==> config.mk <==
export PLATFORM = sky130hd
export DESIGN_NAME = xbus_stretch_seq
export DESIGN_NICKNAME = d
export VERILOG_FILES = /design/src/rtl/xbus_stretch_seq.sv
export SDC_FILE = /design/constraint.sdc
export NUM_CORES = 1
export LEC_CHECK = 0
export CELL_PAD_IN_SITES_DETAIL_PLACEMENT = 0
export CELL_PAD_IN_SITES_GLOBAL_PLACEMENT = 1
export CORE_ASPECT_RATIO = 0.6
export CORE_MARGIN = 2
export CORE_UTILIZATION = 37
export CTS_CLUSTER_DIAMETER = 40
export DETAILED_ROUTE_END_ITERATION = 6
export HOLD_SLACK_MARGIN = 0.08
export PLACE_DENSITY_LB_ADDON = 0.1
export SYNTH_ARGS = -nofsm -noshare
export SYNTH_HDL_FRONTEND = slang
export SYNTH_SLANG_ARGS = --single-unit
==> constraint.sdc <==
create_clock -name clk -period 3 [get_ports clk]
set_input_delay 0.6 -clock clk [delete_from_list [all_inputs] [get_ports clk]]
set_output_delay 0.6 -clock clk [all_outputs]
set_load 0.01 [all_outputs]
==> src/rtl/xbus_stretch_seq.sv <==
`timescale 1ns/1ps
module xbus_stretch_seq #(
  parameter int AW = 16,
  parameter int DW = 8,
  parameter int SW = 3,
  parameter logic [SW-1:0] RST_STRETCH = 1
) (
  input  logic          clk,
  input  logic          rst_n,
  input  logic          stretch_we,
  input  logic [SW-1:0] stretch_val,
  input  logic          start,
  input  logic          wr,
  input  logic          internal,
  input  logic [AW-1:0] addr,
  input  logic [DW-1:0] wdata,
  input  logic [DW-1:0] ad_in,
  output logic          ale,
  output logic          rd_n,
  output logic          wr_n,
  output logic [DW-1:0] ad_out,
  output logic          ad_oe,
  output logic [AW-DW-1:0] a_hi,
  output logic [DW-1:0] rd_data,
  output logic          done
);
  localparam int MC       = 4;
  localparam int PW       = $clog2(MC);
  localparam int ADR_CLKS = 2;
  localparam int TW       = $clog2(MC * ((1 << SW) + 1) + 1);

  logic [PW-1:0] ph;
  logic [SW-1:0] stretch_q, s_q;
  logic          pend, active, wr_q, int_q, ale_neg;
  logic [TW-1:0] t, n_clk, last_t, stb_beg, stb_end;
  logic [AW-1:0] addr_q;
  logic [DW-1:0] wdata_q;
  logic          ext, nz, in_stb, adr_ph, ale_win;

  assign ext     = active & ~int_q;
  assign nz      = |s_q;
  assign n_clk   = int_q ? TW'(2 * MC) : TW'(MC) * (TW'(2) + TW'(s_q));
  assign last_t  = n_clk - TW'(1);
  assign stb_beg = nz ? TW'(ADR_CLKS + 2) : TW'(ADR_CLKS + 1);
  assign stb_end = nz ? last_t - TW'(2) : last_t - TW'(1);
  assign in_stb  = ext && (t >= stb_beg) && (t <= stb_end);
  assign adr_ph  = ext && (t < TW'(ADR_CLKS));

  assign rd_n   = ~(in_stb & ~wr_q);
  assign wr_n   = ~(in_stb & wr_q);
  assign ad_oe  = adr_ph | (ext & wr_q);
  assign ad_out = !ad_oe ? '0 : (adr_ph ? addr_q[DW-1:0] : wdata_q);
  assign a_hi   = ext ? addr_q[AW-1:DW] : '0;
  assign done   = active && (t == last_t);

  assign ale_win = (ph == '0) && !(ext && (t >= TW'(MC)));
  assign ale     = ~rst_n | ale_win | ale_neg;

  always_ff @(negedge clk or negedge rst_n)
    if (!rst_n) ale_neg <= 1'b0;
    else        ale_neg <= ale_win;

  always_ff @(posedge clk or negedge rst_n) begin
    if (!rst_n) begin
      ph        <= '0;
      stretch_q <= RST_STRETCH;
      s_q       <= RST_STRETCH;
      pend      <= 1'b0;
      active    <= 1'b0;
      t         <= '0;
      wr_q      <= 1'b0;
      int_q     <= 1'b0;
      addr_q    <= '0;
      wdata_q   <= '0;
      rd_data   <= '0;
    end else begin
      ph <= ph + PW'(1);
      if (stretch_we) stretch_q <= stretch_val;
      if (start && !pend && !active) begin
        pend    <= 1'b1;
        wr_q    <= wr;
        int_q   <= internal;
        addr_q  <= addr;
        wdata_q <= wdata;
        s_q     <= stretch_q;
      end
      if (pend && ph == PW'(MC - 1)) begin
        pend   <= 1'b0;
        active <= 1'b1;
        t      <= '0;
      end else if (active) begin
        if (t == last_t) active <= 1'b0;
        else             t <= t + TW'(1);
      end
      if (ext && !wr_q && t == stb_end) rd_data <= ad_in;
    end
  end

  a_r5_strobes_exclusive: assert property (@(posedge clk) disable iff (!rst_n)
    !(!rd_n && !wr_n));
  a_r2_done_single: assert property (@(posedge clk) disable iff (!rst_n)
    done |=> !done);
  a_r8_read_released: assert property (@(posedge clk) disable iff (!rst_n)
    !rd_n |-> !ad_oe);
  a_r8_write_driven: assert property (@(posedge clk) disable iff (!rst_n)
    !wr_n |-> ad_oe);
  a_r7_ale_quiet_in_strobe: assert property (@(posedge clk) disable iff (!rst_n)
    (!rd_n || !wr_n) |-> !ale);
  a_r4_internal_quiet: assert property (@(posedge clk) disable iff (!rst_n)
    (active && int_q) |-> (rd_n && wr_n && !ad_oe));
  a_r9_capture_edge: assert property (@(posedge clk) disable iff (!rst_n)
    $rose(rd_n) |-> rd_data == $past(ad_in));
  a_r3_stretch_held: assert property (@(posedge clk) disable iff (!rst_n)
    (active && $past(active)) |-> $stable(s_q));
endmodule

### Yosys cells after proc, flatten, opt, wreduce, memory -nomap -nowiden

Cells that the tools add are included.

* multiplexer cells: 14
* $add $sub $neg: 6
* magnitude comparators: 4
* eq/ne operators: 4
* bitwise gates (word level): 12
* reduce and logical (&&, ||, !) cells: 20

Operators by type and width (count)
* 6-bit two-way mux: 5
* 8-bit two-way mux: 3
* 6-bit equality test: 2
* 6-bit by 1-bit subtractor with 6-bit output, second input constant: 2
* 1-bit logical AND: 11
* 6-bit by 1-bit adder with 6-bit output, second input constant: 1
* 6-bit by 3-bit greater-or-equal comparator with 1-bit output: 1
* 6-bit by 3-bit greater-or-equal comparator with 1-bit output, second input constant: 1
* 6-bit less-or-equal comparator: 1
* 6-bit by 2-bit less-than comparator with 1-bit output, second input constant: 1
* 6-bit by 2-bit subtractor with 6-bit output, second input constant: 1
* 1-bit two-way mux: 5
* 1-bit inverter: 5
* 2-bit by 3-bit adder with 4-bit output, first input constant: 1
* 1-bit AND: 4
* 1-bit zero test: 4
* 2-bit nonzero test: 2
* 3-bit two-way mux: 1
* 1-bit bitwise OR: 3
* 3-bit OR reduction: 1
* 2-bit by 1-bit adder with 2-bit output, second input constant: 1
* 2-bit equality test, second input constant: 1
* 2-bit zero test: 1
* 2-bit by 1-bit != test with 1-bit output, second input constant: 1
* 2-bit AND reduction: 1

* output and inout bits: 29
* register bits after elaboration: 51
* bits of input ports: 41

### Logic depth before layout (Yosys ltp)

Gate-level depths: netlist of the first run.

* depth after elaboration: 9
* depth in mapped cells: 10
* mapped depth without buffers: 9

==> results by group, run 1 <==
Timing
  • Total count of hold-check failures in the final report: 0
  • Worst relative slew slack: between 50% and 60%
  • Final worst setup slack: -0.223 ns
  • Post-route worst hold slack: 0.452 ns
  • Max-slew violation count: 0
  • Final setup viols: 3
  • Worst slew pin tran: 0.653 ns
  • Setup repair after global routing missed its margin: true
  • Largest clock skew in the final design: 0.0211 ns
  • Setup TNS: -0.332 ns

Power and ir drop
  • Maximum vdd drop: ~0.44 mV
  • Total power: 3.91 mW
  • Power per cell area: between 1000 and 1500 mW/mm²
  • Cell leakage power: 1.58 nW

Drt
  • Via/cell ratio: 4.70
  • Via count: 1816
  • Final routed wire length divided by cell count: 14.8 µm
  • Initial detailed-routing violation count: 36
  • Final wirelength: 5700 µm
  • Detailed-router iteration count before antenna repair: 4
  • DR WL met3: 461 µm
  • Total met2 wirelength after detailed routing: 2300 µm
  • Highest metal used: met4
  • DRC errors left: 0
  • Post-route met1 wirelength: 2880 µm
  • ANT nets after route: 0

Worst setup path
  • Kind of cell with the highest combined delay on the critical path: simple AND/OR/NAND/NOR gates
  • Biggest fanout along the worst timing path: 1
  • Stage delay of the slowest cell on the critical path: between 0.3 and 0.4 ns
  • Critical Path Source: ale_neg
  • Required time worst endpoint: 2.40 ns
  • Worst r2r src: s_q[1]
  • Nature of the critical path endpoint: primary output
  • Type of the worst setup path: flop to primary output
  • Critical path, cell by cell: or3b_4 -> buf_6
  • Count of cells along the worst register-to-register path: 10
  • Cell type of the slowest stage on the worst timing path: sky130_fd_sc_hd__or3b_4
  • Startpoint type of the worst setup path: flop
  • Number of logic stages on the critical path including buffering: 2
  • Buffers & Inverters on Critical Path: 1
  • Arrival time at the worst endpoint: 2.62 ns

Floorplan
  • Placeable core region: 0.00662 mm²
  • IO Count: 70
  • DIE AREA: approximately 0.0075 mm²
  • Number of standard-cell rows in the floorplan: 23
  • Horizontal die dimension: 110 µm
  • Starting density of the core: 38.0%
  • Die extent in y: 67.9 µm

Finish
  • Layout Area Growth over Synthesis: 43.4%
  • Number of antenna diodes: 0
  • Layout cells sized above 1: 28.4%
  • Fill cells: 591
  • Number of nets in the final layout: 352
  • Core occupancy in the finished layout: approximately 54%

Synthesis
  • Net count after synthesis: between 200 and 300
  • Count of different cell masters after synthesis: 37
  • Total of flip-flops plus latches after synthesis: 51
  • Yosys warning count: 0
  • Synthesized netlist cell count: approximately 210
  • Sequential share of the synthesized area: roughly 51%
  • Combined area of all synthesized cells: ~0.0025 mm²
  • Avg Cell Area, Syn: 11.9 µm²

Clocking
  • Post-CTS Hold Fix Bufs: 0
  • Worst-skew pair later-pin latency: roughly 0.31 ns
  • Clock buffers created by TritonCTS: 5
  • CTS tree: built
  • Clock-pin transition on the worst setup and hold timing paths: 0.06 ns
  • H-Tree Level Count: 2
  • CTS sink count: 51
  • Clk buf depth: 2
  • Clock root buffer: sky130_fd_sc_hd__clkbuf_16

GRT
  • Via count of the first global-routing pass: 1819
  • Total GRT Usage: 15.9%
  • Global-route wire length before repair: 9160 µm
  • Initial antenna violation count: 0
  • Congestion Overflow GR: 0
  • Maximum number of pins on one net before global-route repair: 51

Place
  • Final GP Congestion: between 0.7 and 0.8
  • Placed wire-length estimate after detailed placement: 4190 µm
  • Placement-stage worst setup slack: -0.344 ns
  • Buffers on Ports: 69

Min path
  • WHS Path Cells: 1
  • Hold Path Origin: ph[0]
  • Path class of the lowest-slack min-delay path: flop to flop

Status
  • Violations in the final reports: setup timing
  • Status: complete, but fails checks

Run
  • Reported max-cap violation count: 0
cells in the mapped netlist:
cell	count	area, µm²
sky130_fd_sc_hd__a211oi_1	2	15.0
sky130_fd_sc_hd__a21bo_2	1	10.0
sky130_fd_sc_hd__a21boi_0	1	7.51
sky130_fd_sc_hd__a21o_1	1	7.51
sky130_fd_sc_hd__a21oi_1	2	10.0
sky130_fd_sc_hd__a22oi_1	1	7.51
sky130_fd_sc_hd__and2_1	10	62.6
sky130_fd_sc_hd__and4_1	1	8.76
sky130_fd_sc_hd__buf_2	4	20.0
sky130_fd_sc_hd__buf_6	1	11.3
sky130_fd_sc_hd__clkbuf_1	2	7.51
sky130_fd_sc_hd__dfrtn_1	1	25.0
sky130_fd_sc_hd__dfrtp_1	48	1200
sky130_fd_sc_hd__dfstp_2	2	52.6
sky130_fd_sc_hd__ha_1	13	163
sky130_fd_sc_hd__inv_1	8	30.0
sky130_fd_sc_hd__mux2_2	40	450
sky130_fd_sc_hd__mux2i_1	1	10.0
sky130_fd_sc_hd__nand2_1	17	63.8
sky130_fd_sc_hd__nand2b_1	5	31.3
sky130_fd_sc_hd__nand3_1	13	65.1
sky130_fd_sc_hd__nand3_4	1	17.5
sky130_fd_sc_hd__nand3b_1	1	7.51
sky130_fd_sc_hd__nand4_1	1	6.26
sky130_fd_sc_hd__nor2_1	8	30.0
sky130_fd_sc_hd__nor2b_1	4	25.0
sky130_fd_sc_hd__nor3_1	3	15.0
sky130_fd_sc_hd__nor3_4	1	16.3
sky130_fd_sc_hd__nor3b_1	2	15.0
sky130_fd_sc_hd__nor3b_2	1	12.5
sky130_fd_sc_hd__nor4_1	2	12.5
sky130_fd_sc_hd__o21a_1	1	7.51
sky130_fd_sc_hd__o21ai_0	3	15.0
sky130_fd_sc_hd__or3_1	1	6.26
sky130_fd_sc_hd__or3b_2	1	8.76
sky130_fd_sc_hd__xnor2_1	6	52.6
sky130_fd_sc_hd__xor2_1	1	8.76
power by group:
part	switching (mW)	total, mW	internal, mW	leakage (nW)
combinational	0.899	2.12	1.22	0.885
clock	0.244	0.575	0.331	0.0739
sequential	0.219	1.22	1.00	0.617
registers in the layout, summed over array words and instances, names as in the netlist:
signal and flops:
s_q 3, wr_q 1, ale_neg 1, ph 2, addr_q 16, wdata_q 8
t 6, pend 1, active 1, stretch_q 3, int_q 1, rd_data 8
cell type report:
cell class	count	area, µm²	area share, %
Multi-Input combinational cell	145	1230	34.1
Clock inverter	1	5.00	0.139
Tap cell	87	109	3.02
Clock buffer	7	143	3.95
Inverter	8	30.0	0.832
Timing Repair Buffer	87	811	22.5
Sequential cell	51	1280	35.4
final timing paths:
check	to	slack, ns
min in group asynchronous	addr_q[0]	0.46
worst max-delay path	ale	-0.22
worst max register to register	rd_data[3]	0.27
worst min register to register	ph[0]	0.45
max in group asynchronous	ale_neg	1.41
worst min-delay path	ph[0]	0.45
worst reg2reg max path, delay by kind of cell, from the launching register on:
family / cells / cell delay, ns
AND/OR/NAND/NOR: 5 / 0.97
flip-flops: 1 / 0.41
buffers and inverters: 1 / 0.14
XOR/XNOR: 1 / 0.18
adder cells (fa/ha/maj): 2 / 0.54
multiplexers: 1 / 0.39
repair_timing:
action	4_1_cts	5_1_grt
pin swaps	6	6
setup endpoints to repair	4	13
gates resized for setup	25	4
setup buffers	0	1
placed cells by master, fill, tap and decap left out, types with 2 or more instances in the layout:
master,Yosys,final
sky130_fd_sc_hd__buf_4,0,17
sky130_fd_sc_hd__clkdlybuf4s50_1,0,64
sky130_fd_sc_hd__inv_1,8,8
sky130_fd_sc_hd__a21oi_1,2,2
sky130_fd_sc_hd__xnor2_1,6,6
sky130_fd_sc_hd__dfrtp_1,48,48
sky130_fd_sc_hd__clkbuf_16,0,5
sky130_fd_sc_hd__nor2_1,8,8
sky130_fd_sc_hd__ha_4,0,2
sky130_fd_sc_hd__mux2_2,40,40
sky130_fd_sc_hd__buf_2,4,4
sky130_fd_sc_hd__nor3_1,3,2
sky130_fd_sc_hd__nand2_1,17,17
sky130_fd_sc_hd__dfstp_2,2,2
sky130_fd_sc_hd__o21ai_0,3,2
sky130_fd_sc_hd__a211oi_1,2,2
sky130_fd_sc_hd__nor3b_2,1,3
sky130_fd_sc_hd__buf_6,1,2
sky130_fd_sc_hd__nand3_1,13,13
sky130_fd_sc_hd__nor2b_1,4,4
sky130_fd_sc_hd__ha_1,13,11
sky130_fd_sc_hd__nand2b_1,5,5
sky130_fd_sc_hd__and2_1,10,10
layer usage:
layer	global-route usage (%)	vias to the layer above
li1	-	904
met1	22.7	858
met2	21.5	48
met3	6.73	6
met4	5.16	0
met5	0	-
stage by stage:
step	cells	cell area (µm²)
2_1_floorplan	211	2520
3_3_place_gp	377	3400
3_5_place_dp	377	3400
4_1_cts	385	3560
5_1_grt	386	3610
6_report	386	3610
cells by family after synthesis:
kind of cell	Yosys count	share of synthesized area [%]
AOI/OAI and AO/OA	12	3.18
adders and majority gates	13	6.46
DFF	51	50.8
xor gates and xnor gates	7	2.44
buffers and inverters	15	2.74
muxes	41	18.3
and+or+nand+nor	72	16.1
Power figures use the tool's default switching activity.
==> run 2, diff against run 1 <==
Settings changed: CORE_UTILIZATION 37 to 34, SKIP_LAST_GASP from default to 1.
Clock period 3 ns to 2.9 ns, I/O delays scaled along.
==> results by group, run 2 (synthesis results as in run 1) <==
Status
  • Status: complete, but fails checks (unchanged)
  • Violations in the final reports: setup timing (unchanged)

Floorplan
  • Number of standard-cell rows in the floorplan: 24 (was 23)
  • IO Count: 70 (unchanged)
  • DIE AREA: 0.00813 mm² (was 0.00750 mm²)
  • Die extent in y: 70.6 µm (was 67.9 µm)
  • Horizontal die dimension: 115 µm (was 110 µm)
  • Starting density of the core: 34.9% (was 38.0%)
  • Placeable core region: 0.00721 mm² (was 0.00662 mm²)

GRT
  • Congestion Overflow GR: 0 (unchanged)
  • Total GRT Usage: 15.4% (was 15.9%)
  • Via count of the first global-routing pass: 1845 (was 1819)
  • Global-route wire length before repair: 9530 µm (was 9160 µm)
  • Maximum number of pins on one net before global-route repair: 51 (unchanged)
  • Initial antenna violation count: 0 (unchanged)

Timing
  • Worst relative slew slack: 56.3% (was 56.4%)
  • Total count of hold-check failures in the final report: 0 (unchanged)
  • Max-slew violation count: 0 (unchanged)
  • Post-route worst hold slack: 0.438 ns (was 0.452 ns)
  • Worst slew pin tran: 0.655 ns (was 0.653 ns)
  • Largest clock skew in the final design: 0.0234 ns (was 0.0211 ns)
  • Setup repair after global routing missed its margin: true (unchanged)
  • Setup TNS: -0.438 ns (was -0.332 ns)
  • Final worst setup slack: -0.255 ns (was -0.223 ns)
  • Final setup viols: 3 (unchanged)

Power and ir drop
  • Proportion of total power due to net switching: 34.6% (was 34.8%)
  • Reported net switching power: 1.45 mW (was 1.36 mW)
  • Power per cell area: 1130 mW/mm² (was 1090 mW/mm²)
  • Cell leakage power: 1.61 nW (was 1.58 nW)
  • Cell internal power dissipation: 2.73 mW (was 2.55 mW)
  • Maximum vdd drop: 0.369 mV (was 0.436 mV)
  • Share of power burned in the clock network: 14.7% (about the same)
  • Fraction of power consumed by combinational cells: 55.2% (was 54.1%)
  • Proportion of power drawn by flip-flops and latches: 30.1% (was 31.2%)

Drt
  • ANT nets after route: 0 (unchanged)
  • Detailed-router iteration count before antenna repair: 4 (unchanged)
  • Via/cell ratio: 4.66 (was 4.70)
  • Initial detailed-routing violation count: 85 (was 36)
  • DRC errors left: 0 (unchanged)
  • Final wirelength: 5960 µm (was 5700 µm)
  • Via count: 1836 (was 1816)
  • Final routed wire length divided by cell count: 15.1 µm (was 14.8 µm)

Place
  • Buffers on Ports: 69 (unchanged)
  • Placed wire-length estimate after detailed placement: 4310 µm (was 4190 µm)
  • Placement-stage worst setup slack: -0.362 ns (was -0.344 ns)
  • Placed insts: 386 (was 377)
  • Final GP Congestion: 0.777 (was 0.776)

Clocking
  • Clock root buffer: sky130_fd_sc_hd__clkbuf_16 (unchanged)
  • Clock buffers created by TritonCTS: 5 (unchanged)
  • CTS sink count: 51 (unchanged)
  • Post-CTS Hold Fix Bufs: 0 (unchanged)
  • Worst-skew pair later-pin latency: 0.31 ns (about the same)
  • Clk buf depth: 2 (unchanged)
  • Clock-pin transition on the worst setup and hold timing paths: 0.07 ns (was 0.06 ns)
  • CTS tree: built (unchanged)
  • H-Tree Level Count: 2 (unchanged)
  • Setup fix buffers added after clock tree synthesis: 0 (unchanged)

Finish
  • Number of flip-flops in the largest register: 16 (unchanged)
  • Number of antenna diodes: 0 (unchanged)
  • Non-Filler Instances: 394 (was 386)
  • Number of nets in the final layout: 356 (was 352)
  • Top library cells by usage in the layout, fill and taps aside: 64 x sky130_fd_sc_hd__clkdlybuf4s50_1, 48 x sky130_fd_sc_hd__dfrtp_1, 40 x sky130_fd_sc_hd__mux2_2 (unchanged)
  • Most common library cell in the layout ignoring fill and taps: sky130_fd_sc_hd__clkdlybuf4s50_1 (unchanged)
  • Largest Register: addr_q (unchanged)
  • Layout Area Growth over Synthesis: 46.6% (was 43.4%)
  • Layout cells sized above 1: 31.0% (was 28.4%)
  • Regs by FF count: addr_q (16), rd_data (8), wdata_q (8) (unchanged)

Worst setup path
  • Critical Path Source: ale_neg (unchanged)
  • Required time worst endpoint: 2.32 ns (was 2.40 ns)
  • Arrival time at the worst endpoint: 2.58 ns (was 2.62 ns)
  • Cell type of the slowest stage on the worst timing path: sky130_fd_sc_hd__or3b_4 (unchanged)
  • Biggest fanout along the worst timing path: 1 (unchanged)
  • Startpoint type of the worst setup path: flop (unchanged)
  • Stage delay of the slowest cell on the critical path: 0.37 ns (was 0.36 ns)
  • Critical path, cell by cell: or3b_4 -> buf_6 (unchanged)
  • Nature of the critical path endpoint: primary output (unchanged)
  • Worst r2r src: s_q[2] (was s_q[1])
  • Type of the worst setup path: flop to primary output (unchanged)

Run
  • Reported max-cap violation count: 0 (unchanged)

Min path
  • Path class of the lowest-slack min-delay path: input pin to asynchronous set/reset pin (was flop to flop)
## run 2: changes by cell type in the layout (fill, tap and decap cells not counted), sizes merged
cell / change
buf: +4
clkbuf: +1
clkinv: -1
## run 2: critical path, delay by kind of cell, from the launching register on
family | cells | cell delay, ns
flops | 1 | 0.33
buf+inv | 1 | 0.13
simple gates | 1 | 0.37
## run 2: per-layer routing
layer  routed length [µm]  global-route usage, %
met3                  442                   6.00
met1                 3060                   22.9
met2                 2390                   20.5
met4                   58                   4.82
met5                    0                      0
## run 2: cell type report
| type | count | area (µm²) |
|---|---|---|
| Sequential cell | 51 | 1280 |
| Inverter | 8 | 30.0 |
| Clock buffer | 8 | 156 |
| Fill cell | 671 | 3520 |
| Multi-Input combinational cell | 145 | 1250 |
| Timing Repair Buffer | 91 | 860 |
| Tap cell | 91 | 114 |
## run 2: path summary, 6_finish.rpt
path / end / slack, ns / cells past startpoint
max: ale / -0.26 / 2
max in group asynchronous: ale_neg / 1.39 / 1
min in group clk: ph[0] / 0.45 / 1
min reg2reg: ph[0] / 0.45 / 1
min: active / 0.44 / 2
max reg2reg: t[1] / 0.27 / 11
## run 2: timing repair
| item | in CTS | in global routing |
|---|---|---|
| endpoints found under the setup margin | 5 | 12 |
| pin swaps | 11 | 5 |
| resized for setup | 29 | 6 |
## run 2: through the flow
stage | utilization (%) | power (mW) | area [µm²]
2_1_floorplan | - | 2.42 | 2520
3_3_place_gp | 48.0 | 3.42 | 3460
3_5_place_dp | 48.0 | 3.44 | 3460
4_1_cts | 50.6 | 4.18 | 3650
5_1_grt | 51.2 | 4.50 | 3690
6_report | 51.2 | 4.18 | 3690
## run 2: power by group through the flow
stage / Combinational (mW) / Sequential (mW) / Clock [mW]
after floorplan: 1.19 / 1.24 / 0
after global placement: 2.17 / 1.25 / 0
after detailed placement: 2.19 / 1.25 / 0
after CTS: 2.29 / 1.25 / 0.646
after global routing: 2.53 / 1.30 / 0.673
final: 2.31 / 1.26 / 0.616
